## src/rtl/seqrf_pkg.sv

```systemverilog
package seqrf_pkg;

    // Phase of the sequencer inside one model cycle.
    //   PH_IDLE : waiting; on start the RAM reads port A's address
    //   PH_WR_A : RAM reads port B's address and stores write port A
    //   PH_WR_B : RAM stores write port B; results are registered
    typedef enum logic [1:0] {
        PH_IDLE = 2'd0,
        PH_WR_A = 2'd1,
        PH_WR_B = 2'd2
    } phase_e;

endpackage

```

## src/rtl/seqrf_ram.sv

```systemverilog
module seqrf_ram #(
    parameter int ADDR_W = 5,
    parameter int DATA_W = 32
) (
    input  logic              clk,
    input  logic [ADDR_W-1:0] raddr,
    output logic [DATA_W-1:0] rdata,
    input  logic              we,
    input  logic [ADDR_W-1:0] waddr,
    input  logic [DATA_W-1:0] wdata
);
    localparam int DEPTH = 1 << ADDR_W;

    logic [DATA_W-1:0] mem [DEPTH];

    // Read-first: a read and a write to one address on the same edge
    // return the old word.
    always_ff @(posedge clk) begin
        rdata <= mem[raddr];
        if (we) begin
            mem[waddr] <= wdata;
        end
    end

endmodule

```

## src/rtl/seqrf_ctrl.sv

```systemverilog
module seqrf_ctrl
    import seqrf_pkg::*;
#(
    parameter int ADDR_W = 5,
    parameter int DATA_W = 32
) (
    input  logic              clk,
    input  logic              rst_n,
    input  logic              start_i,
    input  logic [ADDR_W-1:0] rd_addr_a_i,
    input  logic [ADDR_W-1:0] rd_addr_b_i,
    input  logic [ADDR_W-1:0] wr_addr_a_i,
    input  logic [DATA_W-1:0] wr_data_a_i,
    input  logic [ADDR_W-1:0] wr_addr_b_i,
    input  logic [DATA_W-1:0] wr_data_b_i,
    output logic [ADDR_W-1:0] ram_raddr_o,
    input  logic [DATA_W-1:0] ram_rdata_i,
    output logic              ram_we_o,
    output logic [ADDR_W-1:0] ram_waddr_o,
    output logic [DATA_W-1:0] ram_wdata_o,
    output logic [DATA_W-1:0] rd_data_a_o,
    output logic [DATA_W-1:0] rd_data_b_o,
    output logic              done_o
);

    typedef struct packed {
        phase_e            phase;
        logic [ADDR_W-1:0] rb_addr;
        logic [ADDR_W-1:0] wa_addr;
        logic [DATA_W-1:0] wa_data;
        logic [ADDR_W-1:0] wb_addr;
        logic [DATA_W-1:0] wb_data;
        logic [DATA_W-1:0] stage_a;
        logic [DATA_W-1:0] out_a;
        logic [DATA_W-1:0] out_b;
        logic              done;
    } ctrl_state_t;

    ctrl_state_t st_d, st_q;

    always_comb begin
        st_d        = st_q;
        st_d.done   = 1'b0;
        ram_raddr_o = rd_addr_a_i;
        ram_we_o    = 1'b0;
        ram_waddr_o = st_q.wa_addr;
        ram_wdata_o = st_q.wa_data;

        unique case (st_q.phase)
            PH_IDLE: begin
                if (start_i) begin
                    st_d.rb_addr = rd_addr_b_i;
                    st_d.wa_addr = wr_addr_a_i;
                    st_d.wa_data = wr_data_a_i;
                    st_d.wb_addr = wr_addr_b_i;
                    st_d.wb_data = wr_data_b_i;
                    st_d.phase   = PH_WR_A;
                end
            end
            PH_WR_A: begin
                ram_raddr_o  = st_q.rb_addr;
                ram_we_o     = 1'b1;
                st_d.stage_a = ram_rdata_i;
                st_d.phase   = PH_WR_B;
            end
            PH_WR_B: begin
                ram_we_o    = 1'b1;
                ram_waddr_o = st_q.wb_addr;
                ram_wdata_o = st_q.wb_data;
                st_d.out_a  = st_q.stage_a;
                st_d.out_b  = ram_rdata_i;
                st_d.done   = 1'b1;
                st_d.phase  = PH_IDLE;
            end
            default: begin
                st_d.phase = PH_IDLE;
            end
        endcase
    end

    always_ff @(posedge clk) begin
        if (!rst_n) begin
            st_q <= '0;
        end else begin
            st_q <= st_d;
        end
    end

    assign rd_data_a_o = st_q.out_a;
    assign rd_data_b_o = st_q.out_b;
    assign done_o      = st_q.done;

endmodule

```

## src/rtl/seqport_regfile.sv

```systemverilog
module seqport_regfile #(
    parameter int ADDR_W = 5,
    parameter int DATA_W = 32
) (
    input  logic              clk,
    input  logic              rst_n,
    input  logic              start,
    input  logic [ADDR_W-1:0] rd_addr_a,
    input  logic [ADDR_W-1:0] rd_addr_b,
    input  logic [ADDR_W-1:0] wr_addr_a,
    input  logic [DATA_W-1:0] wr_data_a,
    input  logic [ADDR_W-1:0] wr_addr_b,
    input  logic [DATA_W-1:0] wr_data_b,
    output logic [DATA_W-1:0] rd_data_a,
    output logic [DATA_W-1:0] rd_data_b,
    output logic              done
);

    logic [ADDR_W-1:0] ram_raddr;
    logic [DATA_W-1:0] ram_rdata;
    logic              ram_we;
    logic [ADDR_W-1:0] ram_waddr;
    logic [DATA_W-1:0] ram_wdata;

    seqrf_ctrl #(
        .ADDR_W(ADDR_W),
        .DATA_W(DATA_W)
    ) u_ctrl (
        .clk        (clk),
        .rst_n      (rst_n),
        .start_i    (start),
        .rd_addr_a_i(rd_addr_a),
        .rd_addr_b_i(rd_addr_b),
        .wr_addr_a_i(wr_addr_a),
        .wr_data_a_i(wr_data_a),
        .wr_addr_b_i(wr_addr_b),
        .wr_data_b_i(wr_data_b),
        .ram_raddr_o(ram_raddr),
        .ram_rdata_i(ram_rdata),
        .ram_we_o   (ram_we),
        .ram_waddr_o(ram_waddr),
        .ram_wdata_o(ram_wdata),
        .rd_data_a_o(rd_data_a),
        .rd_data_b_o(rd_data_b),
        .done_o     (done)
    );

    seqrf_ram #(
        .ADDR_W(ADDR_W),
        .DATA_W(DATA_W)
    ) u_ram (
        .clk  (clk),
        .raddr(ram_raddr),
        .rdata(ram_rdata),
        .we   (ram_we),
        .waddr(ram_waddr),
        .wdata(ram_wdata)
    );

endmodule

```

## config.mk

```make
export PLATFORM = sky130hd
export DESIGN_NAME = seqport_regfile
export DESIGN_NICKNAME = d
export VERILOG_FILES = /design/src/rtl/seqrf_pkg.sv /design/src/rtl/seqrf_ram.sv /design/src/rtl/seqrf_ctrl.sv /design/src/rtl/seqport_regfile.sv
export SDC_FILE = /design/constraint.sdc
export NUM_CORES = 2
export LEC_CHECK = 0
export BUFFER_PORTS_ARGS = -buffer_cell sky130_fd_sc_hd__buf_2
export CELL_PAD_IN_SITES_DETAIL_PLACEMENT = 1
export CELL_PAD_IN_SITES_GLOBAL_PLACEMENT = 1
export CORE_ASPECT_RATIO = 1.5
export CORE_MARGIN = 4
export CORE_UTILIZATION = 30
export CTS_BUF_LIST = sky130_fd_sc_hd__clkbuf_4
export DETAILED_ROUTE_END_ITERATION = 6
export PLACE_DENSITY_LB_ADDON = 0.15
export SYNTH_ARGS = -nofsm -noshare
export SYNTH_HDL_FRONTEND = slang
export SYNTH_HIERARCHICAL = 1
export SYNTH_SLANG_ARGS = --single-unit
```

## constraint.sdc

```tcl
create_clock -name clk -period 11.6 [get_ports clk]
set_input_delay 1.16 -clock clk [delete_from_list [all_inputs] [get_ports clk]]
set_output_delay 1.16 -clock clk [all_outputs]
set_load 0.02 [all_outputs]
```

==> out/qor.yml <==
run_status:
  status: "finished clean"
finish:
  fin_nets: 3438
  final_common_cell: "edfxtp_1"
  syn2layout_area_growth_pct: 13.9
  drive_above_1_share_pct: 22.2
  finalCoreUtilization_pct: 34.3
  most-common-layout-cells: "1024 x edfxtp_1, 609 x mux2i_1, 473 x clkbuf_4"
  fin_cells: 5677
detailed_routing:
  drt-total-wl_um: 146000
  routed.top_layer: "met4"
  drtIter0Drc: 1667
  ant_nets: 0
  viasPerCell: 4.95
  met2_length_um: 72800
  drc_errors: 0
  drt-met1-wl_um: 63100
  wl_met3_um: 6650
  vias: 28100
  drt_first_pass_iters: 5
  wl_per_cell_um: 25.7
power:
  power_per_cell_area_mw_per_mm2: 175
  power.leakage_nw: 19.0
  ir_worst_vdd_mv: 0.0692
place:
  place.gp.congestion: 0.736
  hpwl_um: 76000
  post-place-ws_ns: 6.34
  dp_cells: 5093
  port_buffers: 151
clocking:
  htreeDepth: 5
  cts.repair.resized: 0
  cts_root_buf: "clkbuf_4"
  cts_tree: "done"
  insertion_delay_ns: 1.26
  holdBufCountCts: 19
  clockBufferDepth: 4
  cts-buffers-inserted: 327
  post-cts-setup-buffer-count: 0
  clk_pin_slew_worst_paths_ns: 0.07
  cts.sinks: 1234
worst_hold_path:
  min_to: "u_ctrl/st_q[164]"
  holdPathStages: 3
  worstHoldStart: "wr_data_a[30]"
  hp-class: "in -> reg"
setup_path:
  crit_family: "buffers and inverters"
  rr_endpoint: "u_ram/rdata[17]"
  cp.buffers_inverters: 4
  crit_required_ns: 12.68
  slowest_delay_ns: 0.98
  crit_chain: "inv_1 > ha_2 > buf_4 > mux2_8 > buf_4 > buf_4 > mux2i_1 > a22oi_1 > a31oi_1 > nand3_1"
  worstSetupEndpointType: "flop"
  cpMaxStageDelayCell: "buf_4"
  crit_top_cell: "buf_4"
  r2r_start: "u_ctrl/st_q[177]"
  crit_path_start_kind: "flop"
  path_max_fanout: 92
  crit_arrival_ns: 6.22
  rr_worst_depth: 10
  worstSetupPathType: "reg -> reg"
  rrSetupSlack_ns: 6.46
global_route:
  grt_pass1_vias: 30400
  grt_start_max_net_pins: 163
  grt_pass1_wl_um: 210000
  grt_usage_pct: 17.3
  antenna_found_initial: 8
  gr-total-overflow: 0
die:
  die_w_um: 335
  io_pins: 152
  die_h_um: 499
  start_util_pct: 30.1
  row_count: 180
  die-area_mm2: 0.167
  coreArea_mm2: 0.160
yosys:
  synth_edf_count: 1024
  yosysWarningCount: 6
  syn_nets: 3147
  synth.distinct_cells: 34
  ys_seq_elements: 1234
  avgSynthCellArea_um2: 15.8
  ys.flop_type: "edfxtp_1"
  ys_seq_area_share_pct: 72.4
  async_flop_share_pct: 0
  synth_cells: 3057
  netlist_area_mm2: 0.0483
sta:
  hold_violations: 0
  setup_viol: 0
  skew_ns: 0.0699
  fmax_mhz: 195
  maxSlewViolCount: 0
  maxSlewHeadroom_pct: 20.6
  setup_ws_ns: 6.46
  min_period_ns: 5.14
  rsz0062_at_grt: "false"
  finalCritPeriodShare_pct: 44.3
  worstMarginPinSlew_ns: 1.19
  fin_tns_setup_ns: 0
  fin_hold_ws_ns: 0.180
run:
  maxCapViolations: 0
[through the flow]
step / cell area [µm²] / power, mW
3_3_place_gp: 50800 / 6.02
5_1_grt: 55000 / 10.1
3_5_place_dp: 50800 / 6.04
4_1_cts: 54900 / 9.84
2_1_floorplan: 48300 / 5.69
6_report: 55000 / 9.65
[report_power, final]
part | internal, mW | switching [mW] | total, mW
clock | 1.95 | 1.76 | 3.71
combinational | 0.296 | 0.609 | 0.905
sequential | 4.95 | 0.0835 | 5.03
total | 7.19 | 2.45 | 9.65
[per-layer routing]
layer	vias to the layer above	global-route usage, %
met3	272	3.31
li1	12400	-
met5	-	0
met4	0	5.14
met2	784	29.7
met1	14600	22.2
[Yosys cell counts, types with 2 or more instances]
cell type	count	share of area, %
nand2b_1	2	0.026
o21ai_2	10	0.18
inv_1	2	0.016
nor2_1	34	0.26
ha_1	3	0.078
and2_1	2	0.026
clkbuf_2	6	0.062
or3b_2	3	0.054
nand3b_1	5	0.078
a22oi_1	96	1.5
dfxtp_1	210	8.7
o21ai_0	69	0.72
a31oi_1	32	0.41
mux2i_1	609	13
buf_1	6	0.047
edfxtp_1	1024	64
a21oi_1	96	1.0
buf_4	109	1.7
mux2_2	42	0.98
nor3_1	32	0.33
a22o_1	64	1.2
nand3_1	98	1.0
nand2_1	179	1.4
buf_2	43	0.45
buf_6	19	0.44
nand4_1	79	1.0
nor2b_1	98	1.3
clkbuf_1	78	0.61
clkbuf_4	2	0.031
[sequential cells by signal, indices dropped and copies added (netlist names)]
name                flops
u_ctrl/rd_data_b_o     32
u_ctrl/rd_data_a_o     32
u_ctrl/st_q           113
u_ram/mem            1024
u_ctrl/done_o           1
u_ram/rdata            32
[final cells by class]
cell class,instances,area (µm²)
inverters,2,7.51
fillers,16600,105000
clock buffers,473,3550
well taps,2093,2620
multi-input cells,1558,12000
repair buffers,225,1410
clock inverters,81,420
flip-flops and latches,1234,35000
diodes,11,27.5
[worst reg2reg max path, stage by stage (launching register included)]
cell     delay (ns)
dfxtp_1        0.34
inv_1          0.11
ha_2           0.24
buf_4          0.57
mux2_8         0.93
buf_4          0.85
buf_4          1.07
mux2i_1        0.42
a22oi_1        0.11
a31oi_1        0.25
nand3_1        0.09
[logic make-up after synthesis]
family | after synthesis | share of synthesized area (%)
adders and majority gates | 3 | 0.0778
DFF | 1234 | 72.4
buffers and inverters | 265 | 3.35
muxes | 651 | 13.6
and+or+nand+nor | 536 | 5.54
AOI/OAI and AO/OA | 368 | 4.98
[worst max path at each step]
| stage | startpoint | endpoint | slack, ns | depth (start not counted) |
|---|---|---|---|---|
| after detailed placement | u_ctrl/st_q[177] | u_ram/rdata[7] | 6.34 | 11 |
| after global placement | u_ctrl/st_q[177] | u_ram/rdata[7] | 6.39 | 11 |
| after global routing | u_ctrl/st_q[177] | u_ram/rdata[5] | 6.17 | 11 |
| after CTS | u_ctrl/st_q[177] | u_ram/rdata[7] | 6.34 | 11 |
| after floorplan | u_ctrl/st_q[176] | u_ram/mem[12][0] | 7.83 | 9 |
| final | u_ctrl/st_q[177] | u_ram/rdata[17] | 6.46 | 10 |
Power figures use the tool's default switching activity.
